$ cat config.mk
export PLATFORM = sky130hd
export DESIGN_NAME = gpio_bank_regs
export DESIGN_NICKNAME = d
export VERILOG_FILES = /design/src/rtl/gpio_bank_pkg.sv /design/src/rtl/gpio_bank_decode.sv /design/src/rtl/gpio_in_sync.sv /design/src/rtl/gpio_port_regs.sv /design/src/rtl/gpio_bank_regs.sv
export SDC_FILE = /design/constraint.sdc
export NUM_CORES = 1
export LEC_CHECK = 0
export CAP_MARGIN = 20
export CELL_PAD_IN_SITES_DETAIL_PLACEMENT = 1
export CELL_PAD_IN_SITES_GLOBAL_PLACEMENT = 1
export CORE_AREA = 3 3 179 268
export DETAILED_ROUTE_END_ITERATION = 10
export DIE_AREA = 0 0 182 271
export PLACE_DENSITY_LB_ADDON = 0.1
export REMOVE_ABC_BUFFERS = 1
export SLEW_MARGIN = 20
export SYNTH_ARGS = -nofsm -noshare
export SYNTH_HDL_FRONTEND = slang
export SYNTH_SLANG_ARGS = --single-unit
$ cat constraint.sdc
create_clock -name clk -period 1.4 [get_ports clk]
set_input_delay 0.14 -clock clk [delete_from_list [all_inputs] [get_ports clk]]
set_output_delay 0.14 -clock clk [all_outputs]
set_load 0.005 [all_outputs]
$ cat src/rtl/gpio_bank_pkg.sv
package gpio_bank_pkg;

   localparam int BYTE_W = 8;
   localparam int LVL_W  = 3 * BYTE_W;
   localparam int BUS_W  = 32;

   typedef enum logic [2:0] {
      GRP_CNF = 3'd0,
      GRP_OE  = 3'd1,
      GRP_OUT = 3'd2,
      GRP_IN  = 3'd3,
      GRP_STA = 3'd4,
      GRP_ENB = 3'd5,
      GRP_LVL = 3'd6,
      GRP_CLR = 3'd7
   } grp_e;

   // byte register update through the masked alias: enables in [15:8]
   function automatic logic [BYTE_W-1:0] merge_byte(input logic [BYTE_W-1:0] cur,
                                                    input logic [BUS_W-1:0]  wd);
      return (cur & ~wd[15:8]) | (wd[7:0] & wd[15:8]);
   endfunction

   // trigger-type update through the masked alias: enables in [31:24]
   function automatic logic [LVL_W-1:0] merge_lvl(input logic [LVL_W-1:0] cur,
                                                  input logic [BUS_W-1:0] wd);
      logic [LVL_W-1:0] en;
      en = {3{wd[31:24]}};
      return (cur & ~en) | (wd[LVL_W-1:0] & en);
   endfunction

endpackage

$ cat src/rtl/gpio_bank_decode.sv
module gpio_bank_decode
   import gpio_bank_pkg::*;
#(
   parameter int ADDR_W   = 12,
   parameter int PORTS    = 4,
   parameter int MASK_OFS = 'h80
) (
   input  logic [ADDR_W-1:0] addr,
   output logic              hit,
   output grp_e              grp,
   output logic [1:0]        port,
   output logic              masked
);

   localparam logic [ADDR_W-1:0] MASK_BIT = ADDR_W'(MASK_OFS);

   if (ADDR_W < 8) begin : g_bad_addr
      $error("ADDR_W must be at least 8");
   end
   if ((MASK_OFS < 'h80) || ((MASK_OFS & (MASK_OFS - 1)) != 0) || (MASK_OFS >= (1 << ADDR_W))) begin : g_bad_mask
      $error("MASK_OFS must be a power of two in [0x80, 2**ADDR_W)");
   end
   if ((PORTS < 1) || (PORTS > 4)) begin : g_bad_ports
      $error("PORTS must be 1..4");
   end

   logic [ADDR_W-1:0] base;
   logic              in_range;
   logic              alias_ok;

   always_comb begin
      base     = addr & ~MASK_BIT;
      masked   = |(addr & MASK_BIT);
      grp      = grp_e'(base[6:4]);
      port     = base[3:2];
      in_range = (base[ADDR_W-1:7] == '0) && (addr[1:0] == 2'b00);
      alias_ok = !masked || ((grp != GRP_IN) && (grp != GRP_CLR));
      hit      = in_range && alias_ok && ({30'd0, port} < 32'(PORTS));
   end

endmodule

$ cat src/rtl/gpio_in_sync.sv
module gpio_in_sync #(
   parameter int WIDTH  = 32,
   parameter int STAGES = 2
) (
   input  logic             clk,
   input  logic             rst_n,
   input  logic [WIDTH-1:0] d,
   output logic [WIDTH-1:0] q
);

   if (STAGES < 2) begin : g_bad_stages
      $error("STAGES must be at least 2");
   end

   logic [WIDTH-1:0] stg [STAGES];

   for (genvar k = 0; k < STAGES; k++) begin : g_stage
      if (k == 0) begin : g_first
         always_ff @(posedge clk or negedge rst_n) begin
            if (!rst_n) stg[k] <= '0;
            else        stg[k] <= d;
         end
      end else begin : g_next
         always_ff @(posedge clk or negedge rst_n) begin
            if (!rst_n) stg[k] <= '0;
            else        stg[k] <= stg[k-1];
         end
      end
   end

   assign q = stg[STAGES-1];

endmodule

$ cat src/rtl/gpio_port_regs.sv
module gpio_port_regs
   import gpio_bank_pkg::*;
#(
   parameter int PORT_PINS = 8
) (
   input  logic                 clk,
   input  logic                 rst_n,
   input  logic                 wr_sel,
   input  grp_e                 grp,
   input  logic                 masked,
   input  logic [BUS_W-1:0]     wdata,
   input  logic [PORT_PINS-1:0] set_i,
   output logic [PORT_PINS-1:0] cnf,
   output logic [PORT_PINS-1:0] oe,
   output logic [PORT_PINS-1:0] out,
   output logic [PORT_PINS-1:0] sta,
   output logic [PORT_PINS-1:0] enb,
   output logic [LVL_W-1:0]     lvl
);

   if (PORT_PINS != BYTE_W) begin : g_bad_pins
      $error("PORT_PINS must be 8: the masked write layout depends on it");
   end

   logic [PORT_PINS-1:0] sta_n;

   always_comb begin
      sta_n = sta;
      if (wr_sel && (grp == GRP_STA))
         sta_n = masked ? merge_byte(sta, wdata) : wdata[PORT_PINS-1:0];
      if (wr_sel && (grp == GRP_CLR) && !masked)
         sta_n = sta & ~wdata[PORT_PINS-1:0];
      sta_n = sta_n | set_i;
   end

   always_ff @(posedge clk or negedge rst_n) begin
      if (!rst_n) begin
         cnf <= '0;
         oe  <= '0;
         out <= '0;
         sta <= '0;
         enb <= '0;
         lvl <= '0;
      end else begin
         sta <= sta_n;
         if (wr_sel) begin
            case (grp)
               GRP_CNF: cnf <= masked ? merge_byte(cnf, wdata) : wdata[PORT_PINS-1:0];
               GRP_OE:  oe  <= masked ? merge_byte(oe,  wdata) : wdata[PORT_PINS-1:0];
               GRP_OUT: out <= masked ? merge_byte(out, wdata) : wdata[PORT_PINS-1:0];
               GRP_ENB: enb <= masked ? merge_byte(enb, wdata) : wdata[PORT_PINS-1:0];
               GRP_LVL: lvl <= masked ? merge_lvl(lvl, wdata)  : wdata[LVL_W-1:0];
               default: ;
            endcase
         end
      end
   end


   masked_cnf_keep_chk: assert property (@(posedge clk) disable iff (!rst_n)
      (wr_sel && masked && grp == GRP_CNF) |=> (((cnf ^ $past(cnf)) & ~$past(wdata[15:8])) == '0));


   masked_out_keep_chk: assert property (@(posedge clk) disable iff (!rst_n)
      (wr_sel && masked && grp == GRP_OUT) |=> (((out ^ $past(out)) & ~$past(wdata[15:8])) == '0));


   masked_lvl_keep_chk: assert property (@(posedge clk) disable iff (!rst_n)
      (wr_sel && masked && grp == GRP_LVL) |=> (((lvl ^ $past(lvl)) & ~{3{$past(wdata[31:24])}}) == '0));


   sta_clear_chk: assert property (@(posedge clk) disable iff (!rst_n)
      (wr_sel && !masked && grp == GRP_CLR) |=> ((sta & $past(wdata[PORT_PINS-1:0]) & ~$past(set_i)) == '0));


   sta_set_chk: assert property (@(posedge clk) disable iff (!rst_n)
      (set_i != '0) |=> ((sta & $past(set_i)) == $past(set_i)));

endmodule

$ cat src/rtl/gpio_bank_regs.sv
module gpio_bank_regs
   import gpio_bank_pkg::*;
#(
   parameter int ADDR_W      = 12,
   parameter int PORTS       = 4,
   parameter int PORT_PINS   = 8,
   parameter int MASK_OFS    = 'h80,
   parameter int SYNC_STAGES = 2,
   localparam int PINS       = PORTS * PORT_PINS
) (
   input  logic                   clk,
   input  logic                   rst_n,
   input  logic                   rd_en,
   input  logic                   wr_en,
   input  logic [ADDR_W-1:0]      addr,
   input  logic [BUS_W-1:0]       wdata,
   output logic [BUS_W-1:0]       rd_data,
   input  logic [PINS-1:0]        pad_in,
   output logic [PINS-1:0]        pad_out,
   output logic [PINS-1:0]        pad_oe,
   input  logic [PINS-1:0]        int_set,
   output logic [PINS-1:0]        int_sta,
   output logic [PINS-1:0]        int_enb,
   output logic [PORTS*LVL_W-1:0] int_lvl
);

   logic       hit;
   grp_e       grp;
   logic [1:0] port;
   logic       masked;

   gpio_bank_decode #(
      .ADDR_W   (ADDR_W),
      .PORTS    (PORTS),
      .MASK_OFS (MASK_OFS)
   ) u_dec (
      .addr   (addr),
      .hit    (hit),
      .grp    (grp),
      .port   (port),
      .masked (masked)
   );

   logic [PINS-1:0] in_s;

   gpio_in_sync #(
      .WIDTH  (PINS),
      .STAGES (SYNC_STAGES)
   ) u_sync (
      .clk   (clk),
      .rst_n (rst_n),
      .d     (pad_in),
      .q     (in_s)
   );

   logic [PORT_PINS-1:0] cnf_a [PORTS];
   logic [PORT_PINS-1:0] oe_a  [PORTS];
   logic [PORT_PINS-1:0] out_a [PORTS];
   logic [PORT_PINS-1:0] sta_a [PORTS];
   logic [PORT_PINS-1:0] enb_a [PORTS];
   logic [LVL_W-1:0]     lvl_a [PORTS];

   for (genvar p = 0; p < PORTS; p++) begin : g_port
      logic wr_sel;
      assign wr_sel = wr_en && hit && (port == 2'(p));

      gpio_port_regs #(
         .PORT_PINS (PORT_PINS)
      ) u_regs (
         .clk    (clk),
         .rst_n  (rst_n),
         .wr_sel (wr_sel),
         .grp    (grp),
         .masked (masked),
         .wdata  (wdata),
         .set_i  (int_set[p*PORT_PINS +: PORT_PINS]),
         .cnf    (cnf_a[p]),
         .oe     (oe_a[p]),
         .out    (out_a[p]),
         .sta    (sta_a[p]),
         .enb    (enb_a[p]),
         .lvl    (lvl_a[p])
      );

      assign pad_oe [p*PORT_PINS +: PORT_PINS] = cnf_a[p] & oe_a[p];
      assign pad_out[p*PORT_PINS +: PORT_PINS] = cnf_a[p] & oe_a[p] & out_a[p];
      assign int_sta[p*PORT_PINS +: PORT_PINS] = sta_a[p];
      assign int_enb[p*PORT_PINS +: PORT_PINS] = enb_a[p];
      assign int_lvl[p*LVL_W +: LVL_W]         = lvl_a[p];
   end

   logic [BUS_W-1:0] rsel;

   always_comb begin
      rsel = '0;
      if (hit) begin
         case (grp)
            GRP_CNF: rsel[PORT_PINS-1:0] = cnf_a[port];
            GRP_OE:  rsel[PORT_PINS-1:0] = oe_a[port];
            GRP_OUT: rsel[PORT_PINS-1:0] = out_a[port];
            GRP_IN:  rsel[PORT_PINS-1:0] = in_s[{port, 3'b000} +: PORT_PINS];
            GRP_STA: rsel[PORT_PINS-1:0] = sta_a[port];
            GRP_ENB: rsel[PORT_PINS-1:0] = enb_a[port];
            GRP_LVL: rsel[LVL_W-1:0]     = lvl_a[port];
            default: rsel = '0;
         endcase
      end
   end

   always_ff @(posedge clk or negedge rst_n) begin
      if (!rst_n)     rd_data <= '0;
      else if (rd_en) rd_data <= rsel;
   end


   rd_hold_chk: assert property (@(posedge clk) disable iff (!rst_n)
      !rd_en |=> $stable(rd_data));


   unmapped_zero_chk: assert property (@(posedge clk) disable iff (!rst_n)
      (rd_en && !hit) |=> (rd_data == '0));


   in_write_ignored_chk: assert property (@(posedge clk) disable iff (!rst_n)
      (wr_en && grp == GRP_IN) |=> ($stable(pad_oe) && $stable(pad_out) && $stable(int_enb) && $stable(int_lvl)));

endmodule

==> results.json <==
{
  "grt_antenna_before_repair": 4,
  "clockBufferDepth": 3,
  "wirelength_um": 77190,
  "root_buffer": "clkbuf_16",
  "syn_area_per_cell_um2": 12.16,
  "setup_tns_ns": -22.21,
  "area_growth_pct": 72.53,
  "synth_top_cell_by_area": "dfrtp_1",
  "setup_viol": 280,
  "crit_path_frequent_cell": "nand2_1",
  "max_stage_delay_ns": 0.47,
  "overflow": 0,
  "cp_num_buf_inv": 1,
  "dp_hpwl_um": 50530,
  "crit_path_start_kind": "register",
  "met3_length_um": 4034,
  "ant_nets": 0,
  "first_pass_iters": 5,
  "setup_ws_ns": -0.2365,
  "p_leak_nw": 13.11,
  "cts_htree_levels": 2,
  "crit_family": "multiplexers",
  "period_minus_slack_ns": 1.636,
  "numCtsBuffers": 37,
  "viasPerCell": 5.398,
  "preCtsSetupSlack_ns": -1.167,
  "n_fill_cell": 4549,
  "grt_setup_unrepaired": "yes",
  "gp_congestion": 0.8739,
  "slew_headroom_pct": 59.62,
  "ys_warn_count": 0,
  "cts_tree": "yes",
  "fin_nets": 2256,
  "synth-main-ff-cell": "dfrtp_1",
  "synth_cells": 1347,
  "wl_met2_um": 39930,
  "path_class": "register to register",
  "ff_latch_area_mm2": 0.008608,
  "grt_max_degree": 76,
  "synth_most_common_cell": "dfrtp_1",
  "yosys-top-cells-count": "344 x dfrtp_1, 245 x mux2_2, 190 x nor2_1",
  "status": "finished, violations left",
  "fin_util_pct": 61.58,
  "core_area_mm2": 0.04588,
  "drive_gt1_share_pct": 58.01,
  "synthArstFlopShare_pct": 100.0,
  "num_vias": 14845,
  "ir_drop_mv": 0.8123,
  "synth.distinct_cells": 59,
  "final_cell_area_mm2": 0.02826,
  "synth.area.top_cells": "dfrtp_1 53%, mux2_2 17%, nor2_1 4.4%",
  "tightest_slew_ns": 0.6056,
  "drc": 0,
  "fmax_ghz": 0.6111,
  "p_per_area_mw_per_mm2": 769.8,
  "period_share_pct": 116.9,
  "io_pins": 368,
  "die_w_um": 182,
  "final_cells": 2750,
  "violations": "setup timing",
  "path_max_fanout": 2,
  "dpl.cell_count": 2513,
  "grt_usage_pct": 29.11,
  "hold_violations": 0,
  "portBuffers": 359,
  "yosysTopAreaCellShare_pct": 52.56,
  "synth_edf_count": 0,
  "power_mw": 21.75,
  "clock_skew_ns": 0.01384,
  "die_area_mm2": 0.04932,
  "holdWs_ns": 0.02459,
  "grt_first_pass_wirelength_um": 107500,
  "yosysSeqAreaShare_pct": 52.56,
  "maxSlewViolCount": 0,
  "wl_per_cell_um": 28.07,
  "crit_required_ns": 1.81,
  "synth_area_mm2": 0.01638,
  "clock_latency_ns": 0.54,
  "multi_input_area_mm2": 0.009756,
  "cp-end-kind": "register",
  "min_path_type": "primary input to async pin",
  "dr.first_iter.drc_count": 751,
  "place_area_mm2": 0.02279,
  "clkTransAtPathRegs_ns": 0.06,
  "cap_violations": 0,
  "die_height_um": 271,
  "top_layer": "met5",
  "crit_arrival_ns": 2.05,
  "numClockSinks": 344,
  "cpMaxStageDelayCell": "mux4_2",
  "path_cells": "buf_4, mux4_2, nand2_1, nand2_1, a2111oi_2, nor2_1",
  "met1_length_um": 28670,
  "start_util_pct": 35.69,
  "ys_seq_elements": 344,
  "grt_pass1_vias": 16427,
  "row_count": 96
}
## worst register-to-register path, cell delays in order (launching register included)
cell and delay, ns:
dfrtp_1 0.40, buf_4 0.14, mux4_2 0.47, nand2_1 0.08
nand2_1 0.07, a2111oi_2 0.30, nor2_1 0.07
## path summary, 6_finish.rpt
path / start / end / slack (ns) / depth (start not counted)
worst max-delay path: register / rd_data[7] / -0.24 / 6
worst min-delay path: rst_n / async pin / 0.02 / 2
worst max register to register: register / rd_data[7] / -0.24 / 6
worst min register to register: u_sync.stg[54] / u_sync.q[22] / 0.34 / 0
max in group asynchronous: rst_n / u_sync.stg[40] / 0.60 / 4
min in group clk: pad_in[14] / u_sync.stg[46] / 0.03 / 1
## report_power, final
| part | switching [mW] | internal, mW | leakage, nW | total (mW) |
|---|---|---|---|---|
| clock network | 4.12 | 5.22 | 0.531 | 9.33 |
| registers | 0.0576 | 10.1 | 4.49 | 10.1 |
| logic | 1.30 | 0.987 | 8.09 | 2.29 |
## cells in the final DEF (no fill, tap or decap), drive strengths merged, types with 14 or more instances in the layout
| cell type | netlist | final |
|---|---|---|
| nand2 | 43 | 43 |
| o22ai | 23 | 23 |
| dlygate4sd2 | 0 | 119 |
| buf | 44 | 585 |
| mux2i | 26 | 26 |
| nand2b | 14 | 14 |
| inv | 34 | 34 |
| dfrtp | 344 | 344 |
| nor3 | 15 | 15 |
| clkdlybuf4s50 | 0 | 96 |
| clkdlybuf4s15 | 0 | 19 |
| mux4 | 46 | 46 |
| nor2b | 20 | 20 |
| and3 | 33 | 33 |
| and2 | 36 | 36 |
| o21bai | 32 | 32 |
| a21oi | 47 | 47 |
| clkbuf | 37 | 62 |
| mux2 | 246 | 246 |
| nor2 | 215 | 215 |
| o21ai | 15 | 15 |
## repair_timing
item	CTS	global route
hold buffers	1	0
setup buffers	161	35
gates resized for setup	1105	440
hold endpoints to repair	344	0
endpoints found under the setup margin	528	349
gates cloned	6	9
pin swaps	75	134
## per-layer routing
| metal | up-vias | track usage (%) |
|---|---|---|
| met5 | - | 0 |
| met4 | 2 | 14.02 |
| met3 | 201 | 5.810 |
| met2 | 521 | 51.69 |
| met1 | 7764 | 33.29 |
| li1 | 6357 | - |
## cell families after synthesis
| family | count (synthesis) | share of synthesized area (%) |
|---|---|---|
| simple gates | 413 | 12.44 |
| flops | 344 | 52.56 |
| mux | 318 | 25.24 |
| compound gates | 156 | 6.143 |
| buf+inv | 115 | 3.591 |
| other cells | 1 | 0.02290 |
## area by class of cell
type / count / share of cell area (%)
well taps: 588 / 2.604
clock inverters: 5 / 0.1063
repair buffers: 832 / 28.08
diodes: 2 / 0.01771
multi-input cells: 895 / 34.53
clock buffers: 50 / 3.733
inverters: 34 / 0.4694
flip-flops and latches: 344 / 30.47
No activity file was read; power rests on OpenSTA's default activity.
